--- src/rtl/slot_sched_pkg.sv ---
package slot_sched_pkg;

    typedef enum logic [2:0] {
        S_IDLE,
        S_SELECT,
        S_WALK,
        S_FILL,
        S_DONE
    } sched_state_e;

endpackage

--- src/rtl/slot_sched_stride.sv ---
// Stride for one client: table size divided by its request.
// A zero request yields a full-table stride (single placement).
module slot_sched_stride #(
    parameter int NUM_SLOTS = 64,
    parameter int CNT_W     = 7,
    parameter int POS_W     = 8
) (
    input  logic [CNT_W-1:0] req,
    output logic [POS_W-1:0] stride
);
    localparam logic [POS_W-1:0] SLOTS_V = POS_W'(NUM_SLOTS);

    logic [POS_W-1:0] quot;

    always_comb begin
        quot = '0;
        if (req == '0) begin
            stride = SLOTS_V;
        end else begin
            quot   = SLOTS_V / POS_W'(req);
            stride = (quot == '0) ? POS_W'(1) : quot;
        end
    end
endmodule

--- src/rtl/slot_sched_rr_pick.sv ---
// Rotating search for the next active client starting at ptr.
// With no active client the pointer's own client is returned.
module slot_sched_rr_pick #(
    parameter int NUM_CLIENTS = 14,
    parameter int CID_W       = 4
) (
    input  logic [NUM_CLIENTS-1:0] active,
    input  logic [CID_W-1:0]       ptr,
    output logic [CID_W-1:0]       pick,
    output logic [CID_W-1:0]       next_ptr
);
    logic found;

    always_comb begin
        pick  = ptr;
        found = 1'b0;
        for (int k = 0; k < NUM_CLIENTS; k++) begin
            int cand;
            cand = int'(ptr) + k;
            if (cand >= NUM_CLIENTS) cand = cand - NUM_CLIENTS;
            if (!found && active[cand]) begin
                pick  = CID_W'(cand);
                found = 1'b1;
            end
        end
        next_ptr = (pick == CID_W'(NUM_CLIENTS - 1)) ? '0 : pick + 1'b1;
    end
endmodule

--- src/rtl/slot_sched_admit.sv ---
// Admission: accepted when the sum of live requests plus the candidate
// does not exceed the table size.
module slot_sched_admit #(
    parameter int NUM_SLOTS   = 64,
    parameter int NUM_CLIENTS = 14,
    parameter int CNT_W       = 7
) (
    input  logic [NUM_CLIENTS*CNT_W-1:0] req_flat,
    input  logic [CNT_W-1:0]             new_req,
    output logic                         admit_ok
);
    localparam int SUM_W = CNT_W + $clog2(NUM_CLIENTS + 1) + 1;

    logic [SUM_W-1:0] total;

    always_comb begin
        total = SUM_W'(new_req);
        for (int c = 0; c < NUM_CLIENTS; c++) begin
            total = total + SUM_W'(req_flat[c*CNT_W +: CNT_W]);
        end
        admit_ok = (total <= SUM_W'(NUM_SLOTS));
    end
endmodule

--- src/rtl/slot_sched_top.sv ---
module slot_sched_top
    import slot_sched_pkg::*;
#(
    parameter int NUM_SLOTS   = 64,
    parameter int NUM_CLIENTS = 14,
    parameter int CNT_W       = $clog2(NUM_SLOTS) + 1,
    parameter int IDX_W       = $clog2(NUM_SLOTS),
    parameter int CID_W       = $clog2(NUM_CLIENTS)
) (
    input  logic                         clk,
    input  logic                         rst_n,
    input  logic                         start,
    input  logic [NUM_CLIENTS*CNT_W-1:0] req_cnt_flat,
    input  logic [NUM_CLIENTS-1:0]       active,
    input  logic [CNT_W-1:0]             budget,
    input  logic [CNT_W-1:0]             new_req,
    output logic                         admit_ok,
    output logic                         busy,
    output logic                         wr_en,
    output logic [IDX_W-1:0]             wr_idx,
    output logic [CID_W-1:0]             wr_client,
    output logic                         done
);
    localparam int POS_W = CNT_W + 1;
    localparam logic [POS_W-1:0] END_POS = POS_W'(NUM_SLOTS);
    localparam logic [CID_W-1:0] LAST_CL = CID_W'(NUM_CLIENTS - 1);
    localparam logic [IDX_W-1:0] LAST_IX = IDX_W'(NUM_SLOTS - 1);

    sched_state_e state, state_nx;

    logic [NUM_CLIENTS*CNT_W-1:0] req_q;
    logic [NUM_CLIENTS-1:0]       act_q;
    logic [CNT_W-1:0]             budget_q;
    logic [NUM_SLOTS-1:0]         occ;
    logic [CID_W-1:0]             tbl [NUM_SLOTS];
    logic [CID_W-1:0]             cl;
    logic [POS_W-1:0]             pos;
    logic [POS_W-1:0]             stride_q;
    logic [IDX_W-1:0]             idx;
    logic [CID_W-1:0]             ptr;

    logic [CNT_W-1:0] req_cur;
    logic [POS_W-1:0] stride_w;
    logic [CID_W-1:0] pick, next_ptr;
    logic             place_now, last_client, pos_in;
    logic [IDX_W-1:0] pos_idx;

    assign req_cur     = req_q[cl*CNT_W +: CNT_W];
    assign place_now   = (req_cur != '0) || (act_q[cl] && (budget_q != '0));
    assign last_client = (cl == LAST_CL);
    assign pos_in      = (pos < END_POS);
    assign pos_idx     = pos[IDX_W-1:0];

    slot_sched_stride #(
        .NUM_SLOTS(NUM_SLOTS), .CNT_W(CNT_W), .POS_W(POS_W)
    ) u_stride (
        .req(req_cur), .stride(stride_w)
    );

    slot_sched_rr_pick #(
        .NUM_CLIENTS(NUM_CLIENTS), .CID_W(CID_W)
    ) u_pick (
        .active(act_q), .ptr(ptr), .pick(pick), .next_ptr(next_ptr)
    );

    slot_sched_admit #(
        .NUM_SLOTS(NUM_SLOTS), .NUM_CLIENTS(NUM_CLIENTS), .CNT_W(CNT_W)
    ) u_admit (
        .req_flat(req_cnt_flat), .new_req(new_req), .admit_ok(admit_ok)
    );

    // State register
    always_ff @(posedge clk or negedge rst_n) begin
        if (!rst_n) state <= S_IDLE;
        else        state <= state_nx;
    end

    // Next-state logic
    always_comb begin
        state_nx = state;
        unique case (state)
            S_IDLE:   if (start) state_nx = S_SELECT;
            S_SELECT: begin
                if (place_now)        state_nx = S_WALK;
                else if (last_client) state_nx = S_FILL;
            end
            S_WALK:   if (!pos_in) state_nx = last_client ? S_FILL : S_SELECT;
            S_FILL:   if (idx == LAST_IX) state_nx = S_DONE;
            S_DONE:   state_nx = S_IDLE;
            default:  state_nx = S_IDLE;
        endcase
    end

    // Datapath registers
    always_ff @(posedge clk or negedge rst_n) begin
        if (!rst_n) begin
            req_q    <= '0;
            act_q    <= '0;
            budget_q <= '0;
            occ      <= '0;
            cl       <= '0;
            pos      <= '0;
            stride_q <= '0;
            idx      <= '0;
            ptr      <= '0;
        end else begin
            unique case (state)
                S_IDLE: begin
                    if (start) begin
                        req_q    <= req_cnt_flat;
                        act_q    <= active;
                        budget_q <= budget;
                        occ      <= '0;
                        cl       <= '0;
                    end
                end
                S_SELECT: begin
                    if (place_now) begin
                        pos      <= '0;
                        stride_q <= stride_w;
                        if (req_cur == '0) budget_q <= budget_q - 1'b1;
                    end else if (!last_client) begin
                        cl <= cl + 1'b1;
                    end else begin
                        idx <= '0;
                        ptr <= '0;
                    end
                end
                S_WALK: begin
                    if (!pos_in) begin
                        if (!last_client) begin
                            cl <= cl + 1'b1;
                        end else begin
                            idx <= '0;
                            ptr <= '0;
                        end
                    end else if (occ[pos_idx]) begin
                        pos <= pos + 1'b1;
                    end else begin
                        occ[pos_idx] <= 1'b1;
                        pos          <= pos + stride_q;
                    end
                end
                S_FILL: begin
                    if (!occ[idx]) ptr <= next_ptr;
                    idx <= idx + 1'b1;
                end
                S_DONE: ;
                default: ;
            endcase
        end
    end

    // Slot value storage (no reset needed: qualified by occ)
    always_ff @(posedge clk) begin
        if (state == S_WALK && pos_in && !occ[pos_idx]) tbl[pos_idx] <= cl;
    end

    // Outputs
    always_comb begin
        busy      = (state != S_IDLE);
        wr_en     = (state == S_FILL);
        done      = (state == S_DONE);
        wr_idx    = idx;
        wr_client = occ[idx] ? tbl[idx] : pick;
    end
endmodule

--- config.mk ---
export PLATFORM = sky130hd
export DESIGN_NAME = slot_sched_top
export DESIGN_NICKNAME = d
export VERILOG_FILES = /design/src/rtl/slot_sched_pkg.sv /design/src/rtl/slot_sched_stride.sv /design/src/rtl/slot_sched_rr_pick.sv /design/src/rtl/slot_sched_admit.sv /design/src/rtl/slot_sched_top.sv
export SDC_FILE = /design/constraint.sdc
export NUM_CORES = 1
export LEC_CHECK = 0
export CORE_UTILIZATION = 38
export CTS_CLUSTER_DIAMETER = 150
export DETAILED_ROUTE_END_ITERATION = 8
export PLACE_DENSITY_LB_ADDON = 0.3
export SLEW_MARGIN = 25
export SYNTH_ARGS = -nofsm -noshare
export SYNTH_HDL_FRONTEND = slang
export SYNTH_SLANG_ARGS = --single-unit
export TNS_END_PERCENT = 5
--- constraint.sdc ---
create_clock -name clk -period 12.85 [get_ports clk]
set_clock_uncertainty 0.05 [all_clocks]
set_input_delay 2.57 -clock clk [delete_from_list [all_inputs] [get_ports clk]]
set_output_delay 2.57 -clock clk [all_outputs]
set_load 0.01 [all_outputs]
After elaboration in Yosys (flattened, before gate mapping)
Memory sizes are Yosys's and may differ from the RTL's.
Index checks and enable logic that the tools add are counted.
Storage, ports and cells
  memories: 1
  bits of input ports: 129
  bits in latches: 0
  word-level logic and storage cells: 295
  register bits: 216
  bits in read-only memories: 0
  bits in writable memories: 256
  output and inout bits: 14
Operators by class
  reductions and logical operators: 52
  bitwise logic cells: 1
  $mul: 1
  eq/ne operators: 17
  $lt $le $gt $ge: 34
  mux-type cells: 130
  div/mod/pow operators: 1
  $add $sub $neg: 47
  shift-type cells: 1
Memory list
  tbl: words 64, bits a word 4, read ports 1, clocked after memory_dff 0, write ports 1, line slot_sched_top.sv:35  | logic [CID_W-1:0] tbl [NUM_SLOTS];
Operators with widths (number)
  32-bit by 6-bit < comparator with 1-bit output, second input constant: 14
  32-bit 2-to-1 mux: 14
  32-bit by 5-bit greater-or-equal comparator with 1-bit output, second input constant: 13
  32-bit by 5-bit subtractor with 32-bit output, second input constant: 13
  64-bit 2-to-1 mux: 3
  12-bit by 7-bit adder with 12-bit output: 13
  64-bit case mux with 2 select lines: 1
  98-bit by 8-bit variable part select with 7-bit output: 1
  4-bit 2-to-1 mux: 24
  64-bit OR: 1
  1-bit binary-select mux with 4-bit select: 15
  1-bit 2-to-1 mux: 47
  8-bit 2-to-1 mux: 5
  4-bit by 4-bit adder with 5-bit output, second input constant: 6
  4-bit case mux with 3 select lines: 2
  7-bit 2-to-1 mux: 3
  4-bit by 3-bit adder with 5-bit output, second input constant: 4
  4-bit AND reduction: 5
  6-bit 2-to-1 mux: 3
  6-bit case mux with 3 select lines: 1
  1-bit logical AND: 17
  2-bit != test, second input constant: 8
  8-bit case mux with 2 select lines: 1
  3-bit 2-to-1 mux: 5
  39 further kinds: 65

Depth between registers and ports, before layout
  depth after elaboration: 49
  depth in mapped cells: 55
  mapped depth without buffers: 52

By module
A second synthesis with hierarchy kept.
Second synthesis, totals
  cells, all modules: 2677
  area, all modules: 29948.7 um^2
Modules (own cells, without submodules)
  slot_sched_top: instances 1, sequential area each 13092.6 um^2, cells each 1557, area each 21057.7 um^2
  slot_sched_rr_pick: instances 1, sequential area each 0.0 um^2, cells each 656, area each 4738.3 um^2
  slot_sched_admit: instances 1, sequential area each 0.0 um^2, cells each 257, area each 2691.3 um^2
  slot_sched_stride: instances 1, sequential area each 0.0 um^2, cells each 207, area each 1461.4 um^2

Least setup slack after synthesis
Ideal clock, no wire load.
  path type: register to register
  start point: register cl[0]
  end point: register stride_q[0]
  setup time: 0.128 ns
  path buffers: 3
  required time: 12.672 ns
  clock period less this slack: 11.799 ns
  arrival time: 11.622 ns
  setup slack: 1.051 ns
  stages on the path, launching flop included: 53
  cells stage by stage: dfrtp_1 > buf_2 > buf_2 > buf_2 > mux4_2 > nand2_1 > o21ai_0 > a21oi_1 > nand2_1 > inv_1 > nand2_1 > or2_2 > ha_1 > nand2b_1 > a21o_1 > a21oi_1 > nor3b_1 > o31ai_1 > [... 17 more ...] > o21bai_1 > a21oi_1 > o21ai_0 > o211ai_1 > inv_1 > mux2_2 > ha_1 > o21ai_0 > a21bo_2 > a21oi_1 > nor2_1 > nand2_1 > mux2_2 > ha_1 > a211o_1 > o31ai_1 > a41o_1 > a31oi_1
On the way
  cells in the longest elaborated chain, start to end: 6
  elaborated cells on any way between the ends: 13
  classes of those cells: 1 x mul; 1 x div; 1 x shift; 4 x mux; 6 x reduce/logical
Ends and longest elaborated chain
  start: declaration: line slot_sched_top.sv:36  | logic [CID_W-1:0] cl;
  start signal: assignment: line slot_sched_top.sv:123  | cl <= cl + 1'b1;
  start signal: assignment: line slot_sched_top.sv:132  | cl <= cl + 1'b1;
  4-bit by 3-bit multiplier with 7-bit output: line slot_sched_top.sv:48  | assign req_cur = req_q[cl*CNT_W +: CNT_W];
  98-bit by 8-bit variable part select with 7-bit output: line slot_sched_top.sv:48
  7-bit by 7-bit divider with 8-bit output: line slot_sched_stride.sv:20  | quot = SLOTS_V / POS_W'(req);
  8-bit logical NOT: line slot_sched_stride.sv:21  | stride = (quot == '0) ? POS_W'(1) : quot;
  8-bit 2-to-1 mux: line slot_sched_stride.sv:21
  8-bit 2-to-1 mux: line slot_sched_stride.sv:17  | if (req == '0) begin
  end signal: assignment: line slot_sched_top.sv:120  | stride_q <= stride_w;
  end: declaration: line slot_sched_top.sv:38  | logic [POS_W-1:0] stride_q;
Several ways; a longest one is shown, not always the timed one. The select of a mux whose other input is x is not followed.
A chain may end at the register's enable or synchronous reset.

Final worst setup path
  start point: input req_cnt_flat[0]
  end point: output admit_ok
On the way
  cells in the longest elaborated chain, start to end: 15
Ends and longest elaborated chain
  start: declaration: line slot_sched_top.sv:13  | input logic [NUM_CLIENTS*CNT_W-1:0] req_cnt_flat,
  7-bit by 7-bit adder with 8-bit output: line slot_sched_admit.sv:19  | total = total + SUM_W'(req_flat[c*CNT_W +: CNT_W]);
  12-bit by 7-bit adder with 12-bit output (13 in series): line slot_sched_admit.sv:19
  12-bit by 7-bit less-or-equal comparator with 1-bit output: line slot_sched_admit.sv:21  | admit_ok = (total <= SUM_W'(NUM_SLOTS));
  end: declaration: line slot_sched_top.sv:17  | output logic admit_ok,
No other way between the ends.

==> results.md <==
- Setup TNS: 0 ps
- Distinct cells, synth: 107
- CTS Buf Count: between 40 and 50
- Synth-to-layout area growth: 13.92%
- Max-cap violations: 0
- Largest net degree at the start of global routing: 182
- Post-synthesis sequential area ratio: 0.4466
- Clock Path Buffers: 3
- Mux share of post-synthesis cell area: 0.1920
- Max incr delay on CP: 560 ps
- Most common cell on crit path: fa_1
- Overall routing resource usage: 0.2005
- Cell type with the largest total area after synthesis: edfxtp_1
- CTS tree: done
- Die width: between 200 and 300 um
- Setup crit end: admit_ok
- Slowest-stage cell, CP: fa_1
- Top_reg_cell synth: edfxtp_1
- Tmin final: 12090 ps
- RR Startpoint: cl[0]
- Initial DRC count: 1594
- CP Max Fanout: 4
- Slew Viols, Final: 0
- FMAX: 82.70 MHz
- Syn nets: 2726
- Critical Path Source: req_cnt_flat[0]
- Synth area leaders: edfxtp_1 (26%), dfrtp_1 (18%), mux4_2 (11%)
- Later-pin clock latency in the skew report: slightly above 600 ps
- Synth async-reset ratio: 0.4576
- Worst Path Arrival: 9470 ps
- Final HPWL DP: 54980 um
- Routed WL: slightly below 80000 um
- #FFs+latches synth: 472
- Most frequent cell after synthesis: edfxtp_1
- Final setup viols: 0
- Worst R2R End: stride_q[0]
- Root buf cell: clkbuf_16
- Crit. End Element: output pin
- Fraction of final layout cells sized beyond drive strength 1: 0.1858
- Post-Synth Adder-Cell Area: 0.09594
- # rows: 101
- Top cells by count, synth: edfxtp_1 (256), nor2_1 (240), dfrtp_1 (216)
- Syn avg cell area: roughly 12 um2
- Post-route ant nets: 0
- CTS sink cnt: around 470
- Startpoint Class: input port
- RSZ-0062 raised after global routing: false
- CTS H-tree lvls: 2
- Synthesized-area fraction occupied by and/or/nand/nor cells: 0.09167
- Tcrit/Tclk final: 0.9410
- Initial Utilization: 0.3847
- Die Ht: around 280 um
- Compound-Gate Fraction of Synth Area: 0.1219
- Number of fill cells in the layout: 6987
- First-pass GRT wire length: 123000 um
- Vias per inst: 5.757
- Pre-antenna DRT Iters: 5
- Critical path data required time: 10230 ps
- Initial antenna violation count: 11
- Placer's final routability congestion estimate: 0.8878
- Classification of the worst setup path: input port to output pin
- Synth Instances: 2422
- R2R setup slack: slightly above 900 ps
- Hold Fails Final Rpt: 0
- Vias in the first global route: 21291
- Slew @ Worst Pin: about 1100 ps
- Core Area: 76200 um2
- Post-synth EDFFs: between 200 and 300
- Post-Synth XOR/XNOR Area: 0.01366
- Remaining Overflow, GRT: 0
- Hold/Removal Path Class: flop to flop
- Nets: 2815
- Port Buffers: 142
- Via count: 20663
- Mapped cell area: 29320 um2
- YS warnings: 0
- Worst Reg-to-Reg Cells: 45
- Slew HR: 0.2794
- Routed WL per cell: 21.80 um
- Full die area: 78270 um2
- DRC violations left: 0
- Outcome: complete, no violations
- Worst-path clk slew: 60 ps
- IO Pins: 143
- Post-synth top area share: 0.2622
- Largest family of logic cells by synthesized area: multiplexers
## worst max-delay path: cells and delay by family
family,cells,cell delay (ps)
adders and majority gates,9,4120
AOI/OAI and AO/OA,7,1120
buffers and inverters,5,830
and+or+nand+nor,4,660
xor gates and xnor gates,1,180
## how the worst min path moves through the flow
stage           startpoint  cells after the start           to  slack [ps]
3_3_place_gp   stride_q[7]                      1  stride_q[7]         420
6_report       stride_q[5]                      2  stride_q[5]         430
4_1_cts        stride_q[5]                      2  stride_q[5]         430
2_1_floorplan  stride_q[2]                      2  stride_q[2]         390
3_5_place_dp   stride_q[5]                      2  stride_q[5]         420
5_1_grt        stride_q[5]                      2  stride_q[5]         460
## state kept, by name (all words and copies together) (netlist names), 4 cells and up
name and cells:
tbl 256, req_q 98, occ 64, act_q 14, pos 8, stride_q 8, budget_q 7, wr_idx 6
cl 4, ptr 4
## cell usage in the layout, fill, tap and decap left out, types with 92 or more instances in the layout
cell / count
edfxtp_1: 256
nor2_1: 237
dfrtp_1: 209
mux2_2: 156
a21oi_1: 148
mux4_2: 142
clkdlybuf4s50_1: 140
inv_1: 133
nand2_1: 108
ha_1: 92
## metrics by stage
stage               area [um2]  utilization  hold WS (ps)  cells  worst slack [ps]
floorplan                29320            -         391.8   2422              1051
global placement         31720       0.4163         420.1   3489             485.9
detailed placement       31730       0.4164         418.5   3489             478.5
CTS                      33290       0.4369         432.0   3574             435.9
global route             33400       0.4383         458.4   3589             2.601
finish                   33400       0.4383         428.2   3589             758.7
## layer usage
| metal | track usage | routed length, um | up-vias |
|---|---|---|---|
| met5 | 0 | 0 | - |
| met4 | 0.07188 | 2194 | 0 |
| met3 | 0.02652 | 4389 | 135 |
| met2 | 0.3373 | 38890 | 730 |
| met1 | 0.2648 | 32780 | 10540 |
| li1 | - | - | 9258 |
## final cells by class
type | instances | area (um2) | area share
multi-input combinational | 1673 | 15140 | 0.4532
sequential | 472 | 13110 | 0.3926
timing repair buffer | 176 | 1740 | 0.05211
tap | 1030 | 1289 | 0.03859
clock buffer | 56 | 1261 | 0.03776
inverter | 140 | 525.5 | 0.01573
clock inverter | 29 | 301.5 | 0.009028
antenna | 13 | 32.53 | 0.0009740
## cell families after synthesis
| kind of cell | Yosys count |
|---|---|
| and+or+nand+nor | 562 |
| AOI/OAI and AO/OA | 526 |
| DFF | 472 |
| muxes | 365 |
| buffers and inverters | 277 |
| adders and majority gates | 175 |
| xor gates and xnor gates | 44 |
| other | 1 |
## timing repair
action,CTS,global route
endpoints found under the setup margin,0,2
hold buffers,0,0
setup buffers,0,1
endpoints found under the hold margin,0,0
gates resized for setup,0,4
Power is not shown: default switching activity piles up to over one toggle a cycle in this logic, so the estimate is an artifact.
